[config.mk]
export PLATFORM = sky130hd
export DESIGN_NAME = i2c_rd_slave
export DESIGN_NICKNAME = d
export VERILOG_FILES = /design/src/rtl/i2cr_pkg.sv /design/src/rtl/i2cr_bus_cond.sv /design/src/rtl/i2cr_mem.sv /design/src/rtl/i2c_rd_slave.sv
export SDC_FILE = /design/constraint.sdc
export NUM_CORES = 1
export LEC_CHECK = 0
export ABC_AREA = 0
export CAP_MARGIN = 20
export CORE_ASPECT_RATIO = 1.75
export CORE_MARGIN = 2
export CORE_UTILIZATION = 30
export CTS_CLUSTER_SIZE = 20
export DETAILED_ROUTE_END_ITERATION = 6
export PLACE_DENSITY_LB_ADDON = 0.25
export SYNTH_ARGS = -nofsm -noshare
export SYNTH_HDL_FRONTEND = slang
export SYNTH_HIERARCHICAL = 1
export SYNTH_SLANG_ARGS = --single-unit
[constraint.sdc]
create_clock -name clk -period 3.1 [get_ports clk]
set_clock_uncertainty 0.15 [all_clocks]
set_input_delay 0.62 -clock clk [delete_from_list [all_inputs] [get_ports clk]]
set_output_delay 0.62 -clock clk [all_outputs]
set_load 0.02 [all_outputs]
[src/rtl/i2cr_pkg.sv]
// Package: shared types and the memory fill pattern for the serial read slave.
// Assumes: byte-wide transfers and a word address of at most 16 bits.
package i2cr_pkg;

    typedef enum logic [2:0] {
        ST_IDLE,   // waiting for a start
        ST_RX,     // shifting in a byte from the master
        ST_ACK,    // holding SDA low for the ninth clock
        ST_TX,     // shifting out a data byte
        ST_MACK,   // sampling the master acknowledge
        ST_HOLD    // ignoring bytes until the next start or stop
    } xfer_state_t;

    typedef enum logic [1:0] {
        RB_DEV,    // device address byte
        RB_AHI,    // word address, high byte
        RB_ALO     // word address, low byte
    } rx_kind_t;

    // Pattern that reset loads into memory location a.
    function automatic logic [7:0] init_byte(input logic [31:0] a);
        return (a[7:0] ^ 8'h5A) + a[15:8];
    endfunction

endpackage

[src/rtl/i2cr_bus_cond.sv]
// Module: samples the two bus lines into the system clock domain and reports
// the edges of SCL and the start and stop conditions as one-cycle strobes.
// Assumes: clk runs at least 8 times faster than SCL; both lines idle high.
module i2cr_bus_cond (
    input  logic clk,
    input  logic rst_n,
    input  logic scl_i,
    input  logic sda_i,
    output logic scl_lvl,
    output logic sda_lvl,
    output logic scl_rise,
    output logic scl_fall,
    output logic start_det,
    output logic stop_det
);
    logic scl_m, scl_s, scl_p;
    logic sda_m, sda_s, sda_p;

    // Two-stage synchronizers plus one history stage for edge detection.
    always_ff @(posedge clk) begin
        if (!rst_n) begin
            {scl_m, scl_s, scl_p} <= 3'b111;
            {sda_m, sda_s, sda_p} <= 3'b111;
        end else begin
            {scl_m, scl_s, scl_p} <= {scl_i, scl_m, scl_s};
            {sda_m, sda_s, sda_p} <= {sda_i, sda_m, sda_s};
        end
    end

    assign scl_lvl   = scl_s;
    assign sda_lvl   = sda_s;
    assign scl_rise  = scl_s & ~scl_p;
    assign scl_fall  = ~scl_s & scl_p;
    assign start_det = scl_s & scl_p & sda_p & ~sda_s;
    assign stop_det  = scl_s & scl_p & ~sda_p & sda_s;

endmodule

[src/rtl/i2cr_mem.sv]
// Module: byte array with one registered read port. There is no write path;
// reset loads every location with init_byte(address).
// Assumes: the address is stable for two clocks before its data is used.
module i2cr_mem #(
    parameter int ADDR_W = 9,
    parameter int DATA_W = 8
) (
    input  logic              clk,
    input  logic              rst_n,
    input  logic [ADDR_W-1:0] addr,
    output logic [DATA_W-1:0] rdata
);
    import i2cr_pkg::*;

    localparam int DEPTH = 1 << ADDR_W;

    logic [DATA_W-1:0] mem [DEPTH];

    // Fill the array on reset; otherwise register the addressed byte.
    always_ff @(posedge clk) begin
        if (!rst_n) begin
            for (int i = 0; i < DEPTH; i++) begin
                mem[i] <= DATA_W'(init_byte(32'(i)));
            end
            rdata <= '0;
        end else begin
            rdata <= mem[addr];
        end
    end

endmodule

[src/rtl/i2c_rd_slave.sv]
// Module: read-only serial slave. It decodes the device byte and the two
// word-address bytes, loads the address counter, and returns memory bytes
// for as long as the master acknowledges them. SDA is driven only low.
// Assumes: the master changes SDA only while SCL is low; no clock stretching.
module i2c_rd_slave #(
    parameter logic [6:0] DEV_ADDR = 7'h50,
    parameter int         ADDR_W   = 9
) (
    input  logic clk,
    input  logic rst_n,
    input  logic scl_i,
    input  logic sda_i,
    output logic sda_oe
);
    import i2cr_pkg::*;

    localparam int BYTE_W = 8;
    localparam int CNT_W  = $clog2(BYTE_W + 1);
    localparam int WORD_W = 2 * BYTE_W;

    logic scl_lvl, sda_lvl, scl_rise, scl_fall, start_det, stop_det;
    logic [BYTE_W-1:0] rdata;

    xfer_state_t       state;
    rx_kind_t          kind;
    logic [BYTE_W-1:0] shreg;
    logic [BYTE_W-1:0] addr_hi;
    logic [CNT_W-1:0]  bit_cnt;
    logic              full;
    logic              go_tx;
    logic              m_ack;
    logic [ADDR_W-1:0] addr_cnt;
    logic [WORD_W-1:0] word_addr;

    assign word_addr = {addr_hi, shreg};

    i2cr_bus_cond u_cond (
        .clk       (clk),
        .rst_n     (rst_n),
        .scl_i     (scl_i),
        .sda_i     (sda_i),
        .scl_lvl   (scl_lvl),
        .sda_lvl   (sda_lvl),
        .scl_rise  (scl_rise),
        .scl_fall  (scl_fall),
        .start_det (start_det),
        .stop_det  (stop_det)
    );

    i2cr_mem #(.ADDR_W(ADDR_W), .DATA_W(BYTE_W)) u_mem (
        .clk   (clk),
        .rst_n (rst_n),
        .addr  (addr_cnt),
        .rdata (rdata)
    );

    // Transfer sequencer: bus conditions first, then per-state bit handling.
    always_ff @(posedge clk) begin
        if (!rst_n) begin
            state    <= ST_IDLE;
            kind     <= RB_DEV;
            shreg    <= '0;
            addr_hi  <= '0;
            bit_cnt  <= '0;
            full     <= 1'b0;
            go_tx    <= 1'b0;
            m_ack    <= 1'b0;
            addr_cnt <= '0;
            sda_oe   <= 1'b0;
        end else if (start_det) begin
            state   <= ST_RX;
            kind    <= RB_DEV;
            bit_cnt <= '0;
            full    <= 1'b0;
            sda_oe  <= 1'b0;
        end else if (stop_det) begin
            state   <= ST_IDLE;
            bit_cnt <= '0;
            full    <= 1'b0;
            sda_oe  <= 1'b0;
        end else begin
            case (state)
                ST_RX: begin
                    if (scl_rise && !full) begin
                        shreg   <= {shreg[BYTE_W-2:0], sda_lvl};
                        bit_cnt <= bit_cnt + 1'b1;
                        if (bit_cnt == CNT_W'(BYTE_W - 1)) full <= 1'b1;
                    end else if (scl_fall && full) begin
                        full    <= 1'b0;
                        bit_cnt <= '0;
                        case (kind)
                            RB_DEV: begin
                                if (shreg[BYTE_W-1:1] == DEV_ADDR) begin
                                    go_tx  <= shreg[0];
                                    sda_oe <= 1'b1;
                                    state  <= ST_ACK;
                                end else begin
                                    state  <= ST_IDLE;
                                end
                            end
                            RB_AHI: begin
                                addr_hi <= shreg;
                                sda_oe  <= 1'b1;
                                state   <= ST_ACK;
                            end
                            default: begin
                                addr_cnt <= word_addr[ADDR_W-1:0];
                                sda_oe   <= 1'b1;
                                state    <= ST_ACK;
                            end
                        endcase
                    end
                end
                ST_ACK: begin
                    if (scl_fall) begin
                        if (kind == RB_DEV && go_tx) begin
                            shreg    <= rdata << 1;
                            sda_oe   <= ~rdata[BYTE_W-1];
                            addr_cnt <= addr_cnt + 1'b1;
                            bit_cnt  <= '0;
                            state    <= ST_TX;
                        end else begin
                            sda_oe <= 1'b0;
                            case (kind)
                                RB_DEV:  begin kind <= RB_AHI; state <= ST_RX; end
                                RB_AHI:  begin kind <= RB_ALO; state <= ST_RX; end
                                default: state <= ST_HOLD;
                            endcase
                        end
                    end
                end
                ST_TX: begin
                    if (scl_rise) begin
                        bit_cnt <= bit_cnt + 1'b1;
                    end else if (scl_fall) begin
                        if (bit_cnt == CNT_W'(BYTE_W)) begin
                            sda_oe <= 1'b0;
                            state  <= ST_MACK;
                        end else begin
                            sda_oe <= ~shreg[BYTE_W-1];
                            shreg  <= shreg << 1;
                        end
                    end
                end
                ST_MACK: begin
                    if (scl_rise) begin
                        m_ack <= ~sda_lvl;
                    end else if (scl_fall) begin
                        if (m_ack) begin
                            shreg    <= rdata << 1;
                            sda_oe   <= ~rdata[BYTE_W-1];
                            addr_cnt <= addr_cnt + 1'b1;
                            bit_cnt  <= '0;
                            state    <= ST_TX;
                        end else begin
                            state <= ST_HOLD;
                        end
                    end
                end
                default: ;
            endcase
        end
    end

    // the slave moves SDA only in a cycle that follows SCL low.
    p_sda_scl_low_r11: assert property (@(posedge clk) disable iff (!rst_n)
        !$stable(sda_oe) |-> !$past(scl_lvl));

    // a stop always ends in idle with the line released.
    p_stop_idle_r2: assert property (@(posedge clk) disable iff (!rst_n)
        stop_det |=> (state == ST_IDLE && !sda_oe));

    // no drive while idle (including after a mismatch) or while ignoring bytes.
    p_quiet_released_r3: assert property (@(posedge clk) disable iff (!rst_n)
        (state == ST_IDLE || state == ST_HOLD) |-> !sda_oe);

    // each master acknowledge moves the counter by exactly one (modulo the space).
    p_addr_step_r7: assert property (@(posedge clk) disable iff (!rst_n)
        (state == ST_MACK && scl_fall && m_ack && !start_det && !stop_det)
        |=> addr_cnt == $past(addr_cnt) + 1'b1);

endmodule

### Word-level counts from Yosys, hierarchy flattened

Memories as Yosys holds them, arrays and structs flattened. A register that Yosys moved wholly into a read port is not among the register bits.
Index checks and enable logic that the tools add are counted.

| storage, ports and cells | value |
|---|---|
| register bits | 37 |
| RAM bits | 4096 |
| logic and storage cells | 158 |
| memories | 1 |

| cells by class | value |
|---|---|
| $add $sub $neg | 2 |
| eq/ne operators | 33 |
| muxes and demuxes | 62 |
| bitwise logic cells | 18 |
| reductions and logical operators | 25 |

Memories:

| memory | depth | width | rd ports | clocked after memory_dff | write ports | RTL line | source |
|---|---|---|---|---|---|---|---|
| u_mem.mem | 512 | 8 | 1 | 1 | 512 | i2cr_mem.sv:17 | `logic [DATA_W-1:0] mem [DEPTH];` |

Operators by type and width:

| cell | count |
|---|---|
| $mux W8 | 9 |
| $mux W9 | 8 |
| $mux W3 | 12 |
| $mux W4 | 8 |
| $ne A4 B4 Y1 const B | 8 |
| $pmux W8 S4 | 1 |
| $ne A2 B2 Y1 const B | 14 |
| $pmux W9 S3 | 1 |
| $mux W1 | 18 |
| $reduce_and A9 Y1 | 2 |
| $pmux W4 S4 | 1 |
| $pmux W3 S4 | 1 |
| $reduce_and A12 Y1 | 1 |
| $not A1 Y1 | 11 |
| $reduce_and A11 Y1 | 1 |
| $reduce_and A10 Y1 | 1 |
| $add A9 B1 Y9 const B | 1 |
| $reduce_and A8 Y1 | 1 |
| $and A1 B1 Y1 | 7 |
| $eq A7 B7 Y1 const B | 1 |
| $reduce_and A7 Y1 | 1 |
| $eq A3 B2 Y1 const B | 2 |
| $ne A3 B3 Y1 const B | 2 |
| $reduce_and A6 Y1 | 1 |
| 22 further kinds | 27 |

### Logic depth before layout (Yosys ltp)

| logic depth | value |
|---|---|
| word-level depth | 8 |
| depth in mapped cells | 8 |
| depth with buffers taken out | 7 |

### Hierarchy

Netlist, hierarchy kept.

Modules (own cells, without submodules):

| module | instances | cells each | area an instance (sq um) |
|---|---|---|---|
| i2c_rd_slave | 1 | 230 | 1981.9 |
| i2cr_mem | 1 | 48 | 450.4 |
| i2cr_bus_cond | 1 | 16 | 190.2 |

### Least setup slack after synthesis

Ideal clock, no wire load.

| path | value |
|---|---|
| path type | register to register |
| start | reg u_cond.scl_s (netlist: u_cond/scl_lvl) |
| end | reg bit_cnt[2] |
| setup time | 70 ps |
| data arrival time | 1790 ps |
| setup slack | 1090 ps |
| cell stages (with the launch flop) | 7 |
| path buffers | 0 |
| clock period less this slack | 2010 ps |
| cell sequence | dfxtp_1 -> nor2b_1 -> nand2b_1 -> and2_1 -> or4_1 -> o22ai_1 -> o2bb2ai_1 |

RTL lines:

| item | RTL line | source |
|---|---|---|
| start, declared | i2cr_bus_cond.sv:16 | `logic scl_m, scl_s, scl_p;` |
| start signal, assigned | i2cr_bus_cond.sv:25 | `{scl_m, scl_s, scl_p} <= {scl_i, scl_m, scl_s};` |
| $and A1 B1 Y1 (*) | i2cr_bus_cond.sv:32 | `assign scl_rise = scl_s & ~scl_p;` |
| net scl_rise | i2c_rd_slave.sv:21 | `logic scl_lvl, sda_lvl, scl_rise, scl_fall, start_det, stop_det;` |
| $logic_and A1 B1 Y1 | i2c_rd_slave.sv:84 | `if (scl_rise && !full) begin` |
| $ne A3 B3 Y1 (no source line) / $mux W4 (equally long branches) | - |  |
| $reduce_and A8 Y1 (no source line) / $pmux W4 S4 (equally long branches) | - |  |
| end signal, assigned | i2c_rd_slave.sv:86 | `bit_cnt <= bit_cnt + 1'b1;` |
| end signal, assigned | i2c_rd_slave.sv:134 | `bit_cnt <= bit_cnt + 1'b1;` |
| end, declared | i2c_rd_slave.sv:28 | `logic [CNT_W-1:0] bit_cnt;` |

Mark *: on every way through the listed nets, which the timed path passes. The rest lies on a longest branch.
A chain may end at the register's enable or synchronous reset.

### Final worst setup path

| path | value |
|---|---|
| start | reg state[0] |
| end | reg addr_cnt[7] |

| between the ends | value |
|---|---|
| longest elaborated chain between the ends | 3 |

Ends and longest elaborated chain:

| item | RTL line | source |
|---|---|---|
| start, declared | i2c_rd_slave.sv:24 | `xfer_state_t state;` |
| start signal, assigned | i2c_rd_slave.sv:60 | `state <= ST_IDLE;` |
| start signal, assigned | i2c_rd_slave.sv:71 | `state <= ST_RX;` |
| start signal, assigned | i2c_rd_slave.sv:77 | `state <= ST_IDLE;` |
| $eq A3 B1 Y1, or another cell as far along | i2c_rd_slave.sv:82 | `case (state)` |
| $ne A2 B2 Y1 (no source line) / $reduce_bool A3 Y1 (equally long branches) | - |  |
| $reduce_and A11 Y1 (no source line) | - |  |
| end signal, assigned | i2c_rd_slave.sv:107 | `addr_cnt <= word_addr[ADDR_W-1:0];` |
| end signal, assigned | i2c_rd_slave.sv:119 | `addr_cnt <= addr_cnt + 1'b1;` |
| end signal, assigned | i2c_rd_slave.sv:152 | `addr_cnt <= addr_cnt + 1'b1;` |
| end, declared | i2c_rd_slave.sv:32 | `logic [ADDR_W-1:0] addr_cnt;` |

Several ways; a longest one is shown, not always the timed one.

==> results.yml <==
global_routing:
  grt-ovfl-total: 0
  antenna_found_initial: 0
  track_usage_pct: 15.5
  grt_pass1_wl_microns: 11400
  grt_max_degree: 25
  first_global_vias: 2234
floorplanning:
  die_w_microns: 74.7
  core_sq_um: 8560
  num_rows: 45
  die_area_sq_um: 9530
  io_pins: 5
  initial_core_util_pct: 30.6
  die_y_microns: 128
worst_setup_path:
  start_kind: "register"
  cp_cell_sequence: "nor3b_1 > and4_2 > o211ai_2 > o211ai_1 > o31ai_1"
  crit_arrival_ns: 2.59
  worstPathMaxFanout: 19
  end_kind: "register"
  crit_slowest_cell: "dfxtp_1"
  crit_family: "simple AND/OR/NAND/NOR gates"
  cp_num_buf_inv: 0
  required_ns: 3.09
  path_class: "reg2reg"
  max_stage_delay_ns: 0.74
timing:
  setup_viol: 0
  finalHoldViolations: 0
  slew_headroom_pct: 49.1
  tightest_slew_ns: 0.762
  hold_ws_ns: 0.261
  rsz0062_at_grt: "false"
  drv_slew: 0
  max_freq_ghz: 0.384
  fin_tns_setup_ns: 0
  fin_crit_ns: 2.60
  period_share_pct: 83.9
pwr:
  switching_share_pct: 22.7
  peakVddDrop_mv: 0.367
  power.leakage_nw: 0.948
  power.density_nw_per_um2: 423
  seqPwrFrac_pct: 50.0
  clkPwrFrac_pct: 44.4
  p_sw_uw: 275
  internal-power_uw: 935
  pwr-share-comb_pct: 5.6
synthesis:
  syn_inst: 294
  synth-edff-count: 0
  yosysUniqueCellTypes: 70
  yosysWarnings: 6
  synth-async-reset-ratio_pct: 0
  syn-num-nets: 305
  synth_seq_cells: 45
  synth.cell_area_sq_um: 2620
  syn_avg_cell_area_sq_um: 8.92
  ys.flop_type: "dfxtp_1"
  seq_area_frac_synth_pct: 34.4
min_path:
  worstHoldPathType: "reg2reg"
final_layout:
  multi_input_area_sq_um: 1570
  final-seq-area_sq_um: 901
  drive_gt1_share_pct: 8.87
  fillCellCount: 927
  area_growth_syn_to_layout_pct: 9.02
  num_antenna_cells: 0
  utilization_pct: 33.4
  final_area_sq_um: 2860
  nets: 304
drt:
  drc: 0
  met1Wirelength_microns: 2570
  route.vias.total: 2228
  wl_per_cell_microns: 16.2
  wl_met2_microns: 3780
  highest_layer: "met4"
  first_pass_iters: 4
  vias_per_cell: 5.43
  drtIter0Drc: 159
  wl_met3_microns: 110
  wl_microns: 6660
  ant_nets: 0
clock_network:
  clock_path_buffers: 2
  cts.sinks: 45
  post_cts_resized: 0
  clk_pin_slew_ns: 0.06
  clk_latency_ns: 0.29
  cts-root-buf: "clkbuf_16"
  cts.hold.buffers_added: 0
  numCtsBuffers: 5
  cts_tree: "done"
  htree_levels: 2
  postCtsSetupRepairBufs: 0
place:
  dpl.hpwl_microns: 5000
  place.gp.congestion: 0.842
  place_area_sq_um: 2720
  placement.io_buffers: 4
run_status:
  status: "completed"
job:
  max_cap_violations: 0
## cells by family after synthesis
family	Yosys count	share of synthesized area, %
flops	45	34.4
compound gates	85	24.3
mux	10	3.82
buf+inv	25	5.82
simple gates	120	27.7
xor+xnor	2	0.668
fa+ha+maj	7	3.34
## power groups by stage
stage               clock network (mW)  registers, mW  logic [mW]
finish                           0.537          0.605      0.0679
global placement                     0          0.618      0.0681
CTS                              0.548          0.605      0.0688
floorplan                            0          0.610      0.0581
global route                     0.570          0.608      0.0762
detailed placement                   0          0.618      0.0686
## metrics by stage
step	setup slack [ns]	cells	power, mW
6_report	0.499	410	1.21
5_1_grt	0.229	410	1.25
4_1_cts	0.492	410	1.22
3_5_place_dp	0.503	403	0.687
3_3_place_gp	0.506	403	0.686
2_1_floorplan	1.09	294	0.668
## cell usage in the layout (no fill, tap or decap), types with 5 or more instances in the layout
cell type  count
a21oi_1       22
a311oi_1       7
a31oi_1        8
clkbuf_16      5
dfxtp_1       45
ha_1           7
inv_1          9
mux2i_1       10
nand2_1       23
nand2b_1      15
nand4_1        6
nor2_1        21
nor3_1         9
o31ai_1        5
o32ai_1        5
## registers in the layout (all words and copies together) (netlist names)
| signal | flops |
|---|---|
| addr_cnt | 9 |
| addr_hi | 1 |
| bit_cnt | 4 |
| full | 1 |
| go_tx | 1 |
| kind | 2 |
| m_ack | 1 |
| sda_oe | 1 |
| shreg | 8 |
| state | 3 |
| u_cond/scl_lvl | 1 |
| u_cond/scl_m | 1 |
| u_cond/scl_p | 1 |
| u_cond/sda_lvl | 1 |
| u_cond/sda_m | 1 |
| u_cond/sda_p | 1 |
| u_mem/rdata | 8 |
## cell type report
cell class	instances	area share [%]
clock buffer	7	4.99
inverter	10	1.31
multi-input combinational	224	54.9
sequential	45	31.5
tap	117	5.12
timing repair buffer	7	2.19
## worst paths after layout
check / from / to / slack [ns] / cells past startpoint
worst max-delay path: state[0] / addr_cnt[7] / 0.50 / 5
worst min-delay path: u_cond/scl_m / u_cond/scl_lvl / 0.26 / 1
worst max register to register: state[0] / addr_cnt[7] / 0.50 / 5
worst min register to register: u_cond/scl_m / u_cond/scl_lvl / 0.26 / 1
## cells in the mapped netlist, types with 5 or more instances
library cell / instances / area share [%]
a21oi_1: 22 / 4.2
a311oi_1: 7 / 2.3
a31oi_1: 8 / 1.9
dfxtp_1: 45 / 34
ha_1: 7 / 3.3
inv_1: 9 / 1.3
mux2i_1: 10 / 3.8
nand2_1: 23 / 3.3
nand2b_1: 15 / 3.6
nand4_1: 6 / 1.4
nor2_1: 21 / 3.0
nor3_1: 9 / 1.7
o31ai_1: 5 / 1.4
o32ai_1: 5 / 1.7
## per-layer routing
layer	vias up	track usage, %
met1	1080	16.6
met4	0	7.25
met3	11	2.20
met5	-	0
li1	1109	-
met2	28	28.7
Power figures use the tool's default switching activity.
